[src/rtl/rsq_pkg.sv]
package rsq_pkg;

    localparam int FLOW_W = 2;
    localparam int SEQ_W  = 4;
    localparam int DATA_W = 8;

    typedef logic [FLOW_W-1:0] flow_t;
    typedef logic [SEQ_W-1:0]  seq_t;
    typedef logic [DATA_W-1:0] data_t;

    typedef struct packed {
        flow_t flow;
        seq_t  seq;
        data_t data;
    } pkt_t;

    // Distance of a sequence number ahead of the expected one, modulo 2^SEQ_W.
    function automatic seq_t seq_offset(input seq_t seq, input seq_t expect_seq);
        return seq - expect_seq;
    endfunction

    function automatic seq_t seq_next(input seq_t seq);
        return seq + seq_t'(1);
    endfunction

endpackage

[src/rtl/rsq_flow_ctx.sv]
module rsq_flow_ctx
    import rsq_pkg::*;
#(
    parameter int WIN = 4
) (
    input  logic  clk,
    input  logic  rst,
    input  logic  arr_valid,
    input  seq_t  arr_seq,
    input  data_t arr_data,
    input  logic  arr_direct,
    input  logic  drain_grant,
    output seq_t  exp_seq,
    output logic  head_valid,
    output data_t head_data,
    output logic  drop
);

    localparam int IDX_W = (WIN > 1) ? $clog2(WIN) : 1;

    seq_t             exp_q;
    logic [WIN-1:0]   slot_v;
    data_t            slot_d [WIN];
    logic [IDX_W-1:0] arr_idx;
    logic [IDX_W-1:0] head_idx;
    seq_t             arr_off;
    logic             park;

    assign arr_idx  = arr_seq[IDX_W-1:0];
    assign head_idx = exp_q[IDX_W-1:0];
    assign arr_off  = seq_offset(arr_seq, exp_q);

    assign park = arr_valid && !arr_direct
                  && (arr_off < seq_t'(WIN)) && !slot_v[arr_idx];
    assign drop = arr_valid && !arr_direct && !park;

    assign exp_seq    = exp_q;
    assign head_valid = slot_v[head_idx];
    assign head_data  = slot_d[head_idx];

    always_ff @(posedge clk) begin
        if (rst) begin
            exp_q  <= '0;
            slot_v <= '0;
        end else begin
            if (arr_direct || drain_grant) begin
                exp_q <= seq_next(exp_q);
            end
            if (drain_grant) begin
                slot_v[head_idx] <= 1'b0;
            end
            if (park) begin
                slot_v[arr_idx] <= 1'b1;
            end
        end
    end

    always_ff @(posedge clk) begin
        if (park) begin
            slot_d[arr_idx] <= arr_data;
        end
    end

endmodule

[src/rtl/rsq_out_fifo.sv]
module rsq_out_fifo
    import rsq_pkg::*;
#(
    parameter int DEPTH = 8
) (
    input  logic clk,
    input  logic rst,
    input  logic wr_en,
    input  pkt_t wr_pkt,
    input  logic rd_en,
    output logic full,
    output logic valid,
    output pkt_t rd_pkt
);

    localparam int AW = (DEPTH > 1) ? $clog2(DEPTH) : 1;

    pkt_t          mem [DEPTH];
    logic [AW-1:0] wp;
    logic [AW-1:0] rp;
    logic [AW:0]   cnt;
    logic          do_wr;
    logic          do_rd;

    assign full   = (cnt == (AW+1)'(DEPTH));
    assign valid  = (cnt != '0);
    assign rd_pkt = mem[rp];
    assign do_wr  = wr_en && !full;
    assign do_rd  = rd_en && valid;

    always_ff @(posedge clk) begin
        if (rst) begin
            wp  <= '0;
            rp  <= '0;
            cnt <= '0;
        end else begin
            if (do_wr) wp <= wp + AW'(1);
            if (do_rd) rp <= rp + AW'(1);
            case ({do_wr, do_rd})
                2'b10:   cnt <= cnt + (AW+1)'(1);
                2'b01:   cnt <= cnt - (AW+1)'(1);
                default: cnt <= cnt;
            endcase
        end
    end

    always_ff @(posedge clk) begin
        if (do_wr) begin
            mem[wp] <= wr_pkt;
        end
    end

endmodule

[src/rtl/rsq_output_buffer.sv]
module rsq_output_buffer
    import rsq_pkg::*;
#(
    parameter int WIN      = 4,
    parameter int OQ_DEPTH = 8
) (
    input  logic              clk,
    input  logic              rst,
    input  logic              in_valid,
    input  logic [FLOW_W-1:0] in_flow,
    input  logic [SEQ_W-1:0]  in_seq,
    input  logic [DATA_W-1:0] in_data,
    input  logic              link_ready,
    output logic              out_valid,
    output logic [FLOW_W-1:0] out_flow,
    output logic [SEQ_W-1:0]  out_seq,
    output logic [DATA_W-1:0] out_data,
    output logic              overflow
);

    localparam int NUM_FLOWS = 1 << FLOW_W;

    seq_t                 exp_seq   [NUM_FLOWS];
    data_t                head_data [NUM_FLOWS];
    logic [NUM_FLOWS-1:0] head_valid;
    logic [NUM_FLOWS-1:0] drop_vec;
    logic [NUM_FLOWS-1:0] dir_vec;
    logic [NUM_FLOWS-1:0] grant;
    flow_t                gidx;
    logic                 direct;
    logic                 oq_full;
    logic                 wr_en;
    pkt_t                 wr_pkt;
    pkt_t                 head_pkt;
    logic                 ovf_q;

    assign direct = in_valid && (in_seq == exp_seq[in_flow])
                    && !head_valid[in_flow] && !oq_full;

    // Lowest-numbered flow with a ready parked packet wins the queue write.
    always_comb begin
        grant = '0;
        gidx  = '0;
        if (!direct && !oq_full) begin
            for (int f = NUM_FLOWS - 1; f >= 0; f--) begin
                if (head_valid[f]) begin
                    grant    = '0;
                    grant[f] = 1'b1;
                    gidx     = flow_t'(f);
                end
            end
        end
    end

    generate
        for (genvar g = 0; g < NUM_FLOWS; g++) begin : g_flow
            assign dir_vec[g] = direct && (in_flow == flow_t'(g));

            rsq_flow_ctx #(.WIN(WIN)) ctx_i (
                .clk         (clk),
                .rst         (rst),
                .arr_valid   (in_valid && (in_flow == flow_t'(g))),
                .arr_seq     (in_seq),
                .arr_data    (in_data),
                .arr_direct  (dir_vec[g]),
                .drain_grant (grant[g]),
                .exp_seq     (exp_seq[g]),
                .head_valid  (head_valid[g]),
                .head_data   (head_data[g]),
                .drop        (drop_vec[g])
            );
        end
    endgenerate

    assign wr_en = direct || (grant != '0);

    always_comb begin
        if (direct) begin
            wr_pkt = '{flow: in_flow, seq: in_seq, data: in_data};
        end else begin
            wr_pkt = '{flow: gidx, seq: exp_seq[gidx], data: head_data[gidx]};
        end
    end

    rsq_out_fifo #(.DEPTH(OQ_DEPTH)) oq_i (
        .clk    (clk),
        .rst    (rst),
        .wr_en  (wr_en),
        .wr_pkt (wr_pkt),
        .rd_en  (link_ready),
        .full   (oq_full),
        .valid  (out_valid),
        .rd_pkt (head_pkt)
    );

    assign out_flow = head_pkt.flow;
    assign out_seq  = head_pkt.seq;
    assign out_data = head_pkt.data;

    always_ff @(posedge clk) begin
        if (rst) ovf_q <= 1'b0;
        else     ovf_q <= |drop_vec;
    end

    assign overflow = ovf_q;

endmodule

[config.mk]
export PLATFORM = sky130hd
export DESIGN_NAME = rsq_output_buffer
export DESIGN_NICKNAME = d
export VERILOG_FILES = /design/src/rtl/rsq_pkg.sv /design/src/rtl/rsq_flow_ctx.sv /design/src/rtl/rsq_out_fifo.sv /design/src/rtl/rsq_output_buffer.sv
export SDC_FILE = /design/constraint.sdc
export NUM_CORES = 1
export LEC_CHECK = 0
export ABC_AREA = 1
export BUFFER_PORTS_ARGS = -buffer_cell sky130_fd_sc_hd__buf_2
export CORE_UTILIZATION = 62
export CTS_CLUSTER_DIAMETER = 50
export DETAILED_ROUTE_END_ITERATION = 8
export GPL_TIMING_DRIVEN = 0
export PLACE_DENSITY = 0.79
export SLEW_MARGIN = 10
export SYNTH_ARGS = -nofsm -noshare
export SYNTH_HDL_FRONTEND = slang
export SYNTH_SLANG_ARGS = --single-unit
[constraint.sdc]
create_clock -name clk -period 3.7 [get_ports clk]
set_input_delay 1.11 -clock clk [delete_from_list [all_inputs] [get_ports clk]]
set_output_delay 1.11 -clock clk [all_outputs]
set_load 0.02 [all_outputs]
==> flow_metrics.tcl <==
set metrics [dict create \
    ant_nets 0 \
    place_congestion 0.947 \
    drtPass1Iterations 6 \
    reg2reg_from "g_flow[1].ctx_i.exp_seq[0]" \
    cts_htree_levels 1 \
    initial_utilization_pct 63.0 \
    met1_length_mm 12.4 \
    overflow 0 \
    synth.area.top_cells "edfxtp_1 (55%), dfxtp_1 (8.2%), o21ai_0 (5.8%)" \
    hp-start "g_flow[0].ctx_i.slot_v[0]" \
    grt_max_degree 18 \
    layout_commonest_cell "edfxtp_1" \
    yosys.cell_types.count 35 \
    utilization_pct 70.6 \
    fin_ws_ns 0.166 \
    viasPerCell 5.93 \
    worstPathRequired_ns 2.59 \
    clock_latency_ns 0.56 \
    wire_per_inst_microns 19.6 \
    fin_crit_ns 3.53 \
    grt_pass1_vias 9514 \
    ys_seq_elements 294 \
    core_area_sq_um 21000 \
    synth_area_leader_cell "edfxtp_1" \
    cap_viol_max_count 0 \
    design_area_sq_um 14800 \
    antenna_found_initial 0 \
    finalHoldViolCount 0 \
    seq_area_frac_synth_pct 62.8 \
    skew_ns 0.0130 \
    synth_warnings 0 \
    wl_met2_mm 16.3 \
    min_period_over_period_pct 95.5 \
    hpwl_mm 22.3 \
    cts_buffer_depth 3 \
    max_freq_mhz 283 \
    port_buffers 28 \
    syn_nets 1346 \
    setup_viol 0 \
    preCtsSetupSlack_ns -0.392 \
    synth_cells 1299 \
    stdcell_count 1658 \
    layout-drive-gt1-share_pct 9.91 \
    p_leak_nw 5.61 \
    placed_area_sq_um 13700 \
    dr_wl_met3_mm 2.54 \
    gr-usage-all-layers_pct 30.0 \
    crit_type "flip-flop to primary output" \
    grt_pass1_wl_mm 50.1 \
    wl_mm 32.5 \
    diodes 0 \
    io_pins 34 \
    drcViolationCount 0 \
    maxSlewViolCount 0 \
    tightest_slew_ns 1.10 \
    first_iter_violations 1068 \
    rows 53 \
    cp.arrival_ns 2.42 \
    layout_common_cells "edfxtp_1 (240), nor2_1 (195), nand2_1 (191), o21ai_0 (152), inv_1 (110)" \
    rsz0062_at_grt "false" \
    die_h_microns 148 \
    mappedNetlistArea_sq_um 13200 \
    die-area_sq_um 21900 \
    highest_layer "met4" \
    clkTransAtPathRegs_ns 0.06 \
    fp.dieW_microns 148 \
    root_buffer "clkbuf_16" \
    hp-class "flip-flop to flip-flop" \
    max_slew_margin_pct 26.1 \
    clkSinkCount 294 \
    fin_nets 1406 \
    status "complete, no violations" \
    num_vias 9835 \
    cts_tree "done" \
    synth_area_per_cell_sq_um 10.2 \
    worstPathMaxFanout 10 \
    place_inst 1602 \
    syn_to_final_growth_pct 12.1 \
    start_kind "flip-flop" \
    synth_top_area_share_pct 54.6 \
    powerDensity_nw_per_um2 641 \
    peakVddDrop_mv 0.498 \
    cts_buffers 31 \
    crit_path_end_kind "primary output" \
    post_cts_buffers 0 \
]
[worst max-delay path: stages, from the launching register on]
cell	delay [ns]
dfxtp_1	0.34
clkbuf_1	0.34
clkbuf_2	0.33
o21ai_0	0.14
o22ai_1	0.24
nor2_1	0.07
a31oi_1	0.20
buf_2	0.20
[final timing paths]
path | endpoint | slack (ns) | cells past startpoint
setup / recovery | out_seq[1] | 0.17 | 7
setup reg to reg | oq_i.mem[5][4] | 0.46 | 10
hold / removal | g_flow[0].ctx_i.slot_v[0] | 0.49 | 2
hold reg to reg | g_flow[0].ctx_i.slot_v[0] | 0.49 | 2
[Yosys cell counts]
library cell and number:
buf_4 3, clkinv_4 1, nor2_4 2, inv_1 110, xnor2_1 6, nand2_2 8, xor2_1 13, inv_2 6
nand4_1 41, nand3_1 62, nand2_4 1, o21ai_1 2, o21ai_0 152, nor3_1 4, buf_2 8, nor2_1 202
a22oi_1 3, buf_6 4, a31oi_1 14, nand3_2 3, o22ai_1 46, dfxtp_1 54, ha_1 29, clkbuf_1 36
a21oi_1 45, nand4_2 2, nand2_1 191, edfxtp_1 240, nand3_4 2, a21oi_4 1, a21o_1 1, clkinv_1 1
buf_1 1, nand3b_1 4, nor2_2 1
[layout make-up]
type / count / area (sq um)
multi-input cells: 835 / 4240
plain buffers: 51 / 254
clock buffers: 40 / 840
repair buffers: 28 / 140
flip-flops and latches: 294 / 8290
inverters: 118 / 448
fillers: 1549 / 6160
well taps: 275 / 344
clock inverters: 17 / 244
[power breakdown]
part / leakage, nW / total (mW) / internal [mW] / switching [mW]
registers: 2.61 / 4.01 / 3.91 / 0.109
clock network: 0.533 / 3.28 / 1.96 / 1.31
logic: 2.47 / 2.19 / 0.612 / 1.57
[layer usage]
layer	up-vias	GRT usage, %
met4	0	12.1
met3	102	4.04
met5	-	0
met2	450	53.3
li1	4640	-
met1	4643	37.1
[cell families after synthesis]
logic type | after synthesis | share of synthesized area [%]
buffers and inverters | 170 | 5.26
xor gates and xnor gates | 19 | 1.26
adders and majority gates | 29 | 2.75
AOI/OAI and AO/OA | 264 | 10.7
and+or+nand+nor | 523 | 17.2
DFF | 294 | 62.8
[sequential cells by signal (all words and copies together), names as in the netlist, named ones only]
name	count
g_flow.ctx_i.slot_d	128
oq_i.rp	3
oq_i.cnt	4
g_flow.ctx_i.exp_seq	16
oq_i.wp	3
oq_i.mem	112
overflow	1
g_flow.ctx_i.slot_v	16
[per-stage QoR]
step / power, mW / hold WS (ns) / setup TNS (ns)
2_1_floorplan: 5.49 / 0.433 / 0
3_3_place_gp: 6.12 / 0.462 / -32.56
3_5_place_dp: 6.21 / 0.469 / -29.96
4_1_cts: 9.45 / 0.487 / 0
5_1_grt: 9.86 / 0.497 / 0
6_report: 9.48 / 0.485 / 0
[timing repair]
action                                  CTS  global route
pin swaps                                 0             0
gates resized for setup                   6             6
endpoints found under the setup margin    3            11
hold buffers                              0             0
hold endpoints to repair                  0             0
(Power assumes the default switching activity.)
